<file path="config.mk">
export PLATFORM = sky130hd
export DESIGN_NAME = bbf_fabric
export DESIGN_NICKNAME = d
export VERILOG_FILES = /design/src/rtl/bbf_pkg.sv /design/src/rtl/bbf_cfg_rom.sv /design/src/rtl/bbf_stage.sv /design/src/rtl/bbf_fabric.sv
export SDC_FILE = /design/constraint.sdc
export NUM_CORES = 1
export LEC_CHECK = 0
export ABC_AREA = 1
export CORE_MARGIN = 2
export CORE_UTILIZATION = 30
export CTS_CLUSTER_DIAMETER = 80
export CTS_CLUSTER_SIZE = 24
export DETAILED_ROUTE_END_ITERATION = 8
export PLACE_DENSITY = 0.75
export SYNTH_ARGS = -nofsm -noshare
export SYNTH_HDL_FRONTEND = slang
export SYNTH_SLANG_ARGS = --single-unit
</file>
<file path="constraint.sdc">
create_clock -name clk -period 1.3 [get_ports clk]
set_input_delay 0.325 -clock clk [delete_from_list [all_inputs] [get_ports clk]]
set_output_delay 0.325 -clock clk [all_outputs]
set_load 0.005 [all_outputs]
</file>
<file path="src/rtl/bbf_pkg.sv">
package bbf_pkg;

  // Number of multiplexer columns for 2^log2n lanes.
  function automatic int bbf_stage_count(int log2n);
    return 2 * log2n - 1;
  endfunction

  // Distance between a lane and its partner in a given column.
  function automatic int bbf_span(int stage, int log2n);
    if (stage < log2n) return 1 << (log2n - 1 - stage);
    return 1 << (stage - log2n + 1);
  endfunction

  // Partner lane: spans are powers of two, so the partner differs in one bit.
  function automatic int bbf_partner(int lane, int span);
    return lane ^ span;
  endfunction

  // Cycles from capture to output: the capture register plus each masked column.
  function automatic int bbf_latency(logic [63:0] mask, int stages);
    int cnt;
    cnt = 1;
    for (int i = 0; i < stages; i++) cnt += int'(mask[i]);
    return cnt;
  endfunction

endpackage

</file>
<file path="src/rtl/bbf_cfg_rom.sv">
module bbf_cfg_rom #(
  parameter int NUM_CFG = 4,
  parameter int CFG_W   = 2,
  parameter int SEL_W   = 40,
  parameter logic [NUM_CFG*SEL_W-1:0] TABLE = '0
) (
  input  logic [CFG_W-1:0] idx,
  output logic [SEL_W-1:0] sel,
  output logic             hit
);

  assign hit = int'(idx) < NUM_CFG;

  always_comb begin
    sel = '0;
    if (hit) sel = TABLE[int'(idx)*SEL_W +: SEL_W];
  end

endmodule

</file>
<file path="src/rtl/bbf_stage.sv">
module bbf_stage
  import bbf_pkg::*;
#(
  parameter int LOG2_LANES = 3,
  parameter int LANE_W     = 8,
  parameter int STAGE_IDX  = 0,
  parameter bit REGISTERED = 1'b0,
  parameter int LANES      = 1 << LOG2_LANES,
  parameter int SEL_W      = bbf_stage_count(LOG2_LANES) * LANES
) (
  input  logic                    clk,
  input  logic                    rst_n,
  input  logic                    valid_i,
  input  logic [SEL_W-1:0]        sel_i,
  input  logic [LANES*LANE_W-1:0] data_i,
  output logic                    valid_o,
  output logic [SEL_W-1:0]        sel_o,
  output logic [LANES*LANE_W-1:0] data_o
);

  localparam int SPAN = bbf_span(STAGE_IDX, LOG2_LANES);
  localparam int DW   = LANES * LANE_W;

  logic [LANES-1:0] lane_cross;  // lane takes its partner in this column
  logic [DW-1:0]    mux_data;

  for (genvar j = 0; j < LANES; j++) begin : g_lane
    localparam int PARTNER = bbf_partner(j, SPAN);
    assign lane_cross[j] = sel_i[STAGE_IDX*LANES + j];
    assign mux_data[j*LANE_W +: LANE_W] = lane_cross[j]
                                        ? data_i[PARTNER*LANE_W +: LANE_W]
                                        : data_i[j*LANE_W +: LANE_W];
  end

  if (REGISTERED) begin : g_reg
    logic             valid_q;
    logic [SEL_W-1:0] sel_q;
    logic [DW-1:0]    data_q;

    always_ff @(posedge clk or negedge rst_n) begin
      if (!rst_n) begin
        valid_q <= 1'b0;
        sel_q   <= '0;
        data_q  <= '0;
      end else begin
        valid_q <= valid_i;
        if (valid_i) begin
          sel_q  <= sel_i;
          data_q <= mux_data;
        end
      end
    end

    assign valid_o = valid_q;
    assign sel_o   = sel_q;
    assign data_o  = data_q;

    AST_STAGE_HOLD: assert property (@(posedge clk) disable iff (!rst_n)
      !valid_i |=> $stable(data_o));
  end else begin : g_comb
    assign valid_o = valid_i;
    assign sel_o   = sel_i;
    assign data_o  = mux_data;
  end

endmodule

</file>
<file path="src/rtl/bbf_fabric.sv">
module bbf_fabric
  import bbf_pkg::*;
#(
  parameter int LOG2_LANES = 3,
  parameter int LANE_W     = 8,
  parameter int NUM_CFG    = 4,
  parameter int LANES      = 1 << LOG2_LANES,
  parameter int STAGES     = bbf_stage_count(LOG2_LANES),
  parameter int SEL_W      = STAGES * LANES,
  parameter int CFG_W      = (NUM_CFG > 1) ? $clog2(NUM_CFG) : 1,
  parameter logic [STAGES-1:0]        PIPE_MASK = '0,
  parameter logic [NUM_CFG*SEL_W-1:0] CFG_TABLE = '0
) (
  input  logic                    clk,
  input  logic                    rst_n,
  input  logic                    in_valid,
  input  logic [CFG_W-1:0]        in_cfg,
  input  logic [LANES*LANE_W-1:0] in_data,
  output logic                    out_valid,
  output logic [LANES*LANE_W-1:0] out_data
);

  localparam int DW      = LANES * LANE_W;
  localparam int LATENCY = bbf_latency(64'(PIPE_MASK), STAGES);
  localparam int CNT_W   = $clog2(LATENCY + 2);

  // Capture register: index and data travel together.
  logic             cap_valid;
  logic [CFG_W-1:0] cap_cfg;
  logic [DW-1:0]    cap_data;

  always_ff @(posedge clk or negedge rst_n) begin
    if (!rst_n) begin
      cap_valid <= 1'b0;
      cap_cfg   <= '0;
      cap_data  <= '0;
    end else begin
      cap_valid <= in_valid;
      if (in_valid) begin
        cap_cfg  <= in_cfg;
        cap_data <= in_data;
      end
    end
  end

  logic [SEL_W-1:0] rom_sel;
  logic             rom_hit;

  bbf_cfg_rom #(
    .NUM_CFG (NUM_CFG),
    .CFG_W   (CFG_W),
    .SEL_W   (SEL_W),
    .TABLE   (CFG_TABLE)
  ) u_rom (
    .idx (cap_cfg),
    .sel (rom_sel),
    .hit (rom_hit)
  );

  logic [STAGES:0] col_valid;
  logic [SEL_W-1:0] col_sel  [STAGES+1];
  logic [DW-1:0]    col_data [STAGES+1];

  assign col_valid[0] = cap_valid;
  assign col_sel[0]   = rom_sel;
  assign col_data[0]  = cap_data;

  for (genvar s = 0; s < STAGES; s++) begin : g_col
    bbf_stage #(
      .LOG2_LANES (LOG2_LANES),
      .LANE_W     (LANE_W),
      .STAGE_IDX  (s),
      .REGISTERED (PIPE_MASK[s]),
      .LANES      (LANES),
      .SEL_W      (SEL_W)
    ) u_stage (
      .clk     (clk),
      .rst_n   (rst_n),
      .valid_i (col_valid[s]),
      .sel_i   (col_sel[s]),
      .data_i  (col_data[s]),
      .valid_o (col_valid[s+1]),
      .sel_o   (col_sel[s+1]),
      .data_o  (col_data[s+1])
    );
  end

  assign out_valid = col_valid[STAGES];
  assign out_data  = col_data[STAGES];

  // Words accepted but not yet delivered, for the checks below.
  logic [CNT_W-1:0] inflight;

  always_ff @(posedge clk or negedge rst_n) begin
    if (!rst_n) inflight <= '0;
    else if (in_valid && !out_valid) inflight <= inflight + 1'b1;
    else if (!in_valid && out_valid) inflight <= inflight - 1'b1;
  end

  AST_IDLE_AFTER_RESET: assert property (@(posedge clk) disable iff (!rst_n)
    $rose(rst_n) |-> (!out_valid && out_data == '0));

  AST_NO_PHANTOM_VALID: assert property (@(posedge clk) disable iff (!rst_n)
    out_valid |-> (inflight != '0));

  AST_OUT_HOLD: assert property (@(posedge clk) disable iff (!rst_n)
    !out_valid |-> $stable(out_data));

  AST_MISS_IS_ZERO: assert property (@(posedge clk) disable iff (!rst_n)
    (cap_valid && !rom_hit) |-> (col_sel[0] == '0));

endmodule

</file>
==> reports/summary.md <==
• met2 — global-route layer with the greatest usage
• 3990 um2 — final instance area
• dfrtp_1 — Critical-path top delay cell
• flop — sort of element at the start of the critical path
• 6 — post-synthesis cell type count
• 340 — syn_nets
• 0.153 — GR Layer Usage met1
• 0 — xor-xnor portion of the synthesized cell area
• 482 — Final nets
• 0 — number of antenna diodes
• 0.98 ns — data required time at the worst endpoint
• 0 — number of antenna-violating nets in the routed design
• 533 uV — worst vdd ir
• built — TritonCTS clock tree
• in2async — worst min path class
• 2 — deepest clock path buffer count
• 2470 um2 — mapped cell area
• clkdlybuf4s15_1 — CP Cell Sequence
• 0.94 ns — data arrival time at the worst-slack endpoint
• 1 — total count of hold-check failures in the final report
• 66 — largest net degree at the start of global routing
• 131 — number of I/O port buffers
• 0.761 — remaining max-slew budget at the tightest pin
• 0 — max-cap violations
• 9 — number of buffers added by the clock tree synthesis step
• flip-flops — category of cells accounting for the largest share of critical-path delay
• 8090 um2 — core area
• 2 — maximum fanout along the worst path
• primary output — Critical Path Sink Type
• 0.358 ns — Worst Max-Slew Pin Slew
• 0.07 ns — clock transition at the registers of the reported paths
• 0.00208 uW — Static Leakage
• 0.129 — share of post-route cells with drive strength above 1
• 2148 — via count of the routed design
• 0 ns — accumulated negative setup slack
• 61.6% — Area Overhead vs Synth
• hold timing — violated checks
• 9.12 um2 — syn_area_per_cell
• nand2_1 — most frequently used cell type in the post-synthesis netlist
• 0.39 ns — largest stage delay on the critical path
• 33 — Rows
• 0 ns — clk_skew
• 0 — warning count from the yosys run
• 1 — buffering stage count on the worst path with inverters included
• 0.33 ns — clock latency on the worst-skew pair
• 0.292 — area share of and/or/nand/nor cells after synthesis
• 1220 nW/um2 — power per cell area
• 0 — remaining routing DRC violations
• 0 — initial antenna violation count
• 0.0630 — met3 GRT Util
• 4.11 — Vias/cell
• dfrtp_1 — top cell type by total area after synthesis
• 0.793 GHz — upper clock frequency limit
• 94.8 um — Die Span Y
• 3 — H-Tree Level Count
• complete, but fails checks — run status
• 66 — drt initial violations
• 0 — complex-gate fraction of the synthesized area
• 783 — Fill cells
• 0.658 — share of the yosys chip area belonging to registers
• reg2out — critical path class
• 0.970 — final worst path period share
• 271 — cells after synthesis
• 0 — overflow left after global routing
• 721 um2 — footprint of the multi-input gates
• 6.06 mm — Final Routed Wirelength
• 11.6 um — Wirelength per Cell
• 1.00 — async set-or-reset flop fraction in the synthesized netlist
• 192 x nand2_1, 65 x dfrtp_1, 6 x buf_2, 6 x clkbuf_8 — top cells by instance count after synthesis
• 94.8 um — floorplan die width
• 65 — flip-flop and latch count after synthesis
• 0.493 — final core utilization
• 4 — detailed-routing iteration count for the pre-antenna-repair pass
• 0.239 — Global Route met2 Usage
• 0.140 — total routing usage reported by global routing
• 0.305 — starting utilization of the core area
• 65 — TritonCTS sink count
• dfrtp_1 66%, nand2_1 29%, clkbuf_8 3.3% — cell types with the largest area share after synthesis
• 2139 — via count of the first global-routing pass
• clkbuf_8 — cell at the root of the clock tree
• 0.658 — fraction of post-synthesis cell area in the top cell type by area
• 9.59 mm — global-route wire length before repair
• 0 — portion of netlist area occupied by mux cells
• 3840 um2 — area post-placement
• 134 — # IOs
• -0.00126 ns — final-layout worst hold slack
• 4.34 mm — Detail Placement HPWL
• no — setup repair after global routing missed its margin
• 1630 um2 — FF+latch area
• 0 — CTS hold repair buffers
• 0 — adder-cell share of the synthesized area
• 0.688 — final estimated routing congestion in global placement
• 0 — number of setup violations in the final report
• 1.26 ns — minimum clock period after layout
• 0 — fin. max-slew vios
• simple AND/OR/NAND/NOR gates — dominant combinational cell family by area after synthesis
• 8980 um2 — floorplan die area
• 0 — Post-synth EDFFs
• dfrtp_1 — dominant synthesized flop cell
==> placed cells by master (no fill, tap or decap) <==
cell / instances
inv_2: 1
dfrtp_1: 65
clkdlybuf4s50_1: 64
clkbuf_8: 13
bufinv_16: 1
buf_12: 1
buf_2: 2
buf_4: 12
clkinv_2: 1
nand2_1: 192
clkdlybuf4s15_1: 42
clkbuf_2: 23
==> through the flow <==
step,setup slack (ns),std cells,power (uW),hold WS [ns]
finish,0.0389,522,4850,-0.00126
detailed placement,0.117,500,3220,0.373
global route,0.000149,522,5140,0.00538
global placement,0.123,500,3200,0.367
floorplan,0.466,271,2570,0.0294
CTS,0.00449,520,4970,0.0107
==> worst paths after layout <==
kind	from	endpoint	slack [ns]	cells after the start
worst max-delay path	cap_data[37]	out_data[37]	0.04	1
worst min-delay path	rst_n	cap_data[60]	-0.001	2
worst max register to register	cap_data[30]	cap_data[30]	0.56	3
worst min register to register	cap_data[21]	cap_data[21]	0.47	2
max in group asynchronous	rst_n	cap_data[17]	1.01	2
min in group clk	in_valid	cap_valid	0.38	2
==> area by class of cell <==
| type | instances | area share |
|---|---|---|
| clock buffer | 13 | 0.0448 |
| tap | 105 | 0.0329 |
| sequential | 65 | 0.407 |
| inverter | 1 | 0.000940 |
| multi-input combinational | 192 | 0.181 |
| clock inverter | 2 | 0.00877 |
| timing repair buffer | 144 | 0.325 |
==> flip-flops by register name (all words and copies together), names as in the netlist <==
signal,count
cap_data,64
cap_valid,1
==> routing by layer <==
metal  routed length [um]  up-vias
met5                    0        -
met4                   63        0
met3                  540        8
met2                 2950       79
met1                 2510      969
li1                     -     1092
==> cells by family (layout without fill, tap and decap cells) <==
family        count (synthesis)  in the layout
simple gates                192            192
flops                        65             65
buf+inv                      14            160
==> power by group <==
group	switching (uW)	internal, uW
logic	320	458
registers	92.6	2200
clock network	700	1080
total	1110	3740
==> repair_timing <==
item,CTS,global route
gates resized for setup,127,26
setup endpoints to repair,65,27
cloned,0,0
hold endpoints to repair,0,0
buffers inserted,5,2
Power figures use the tool's default switching activity.
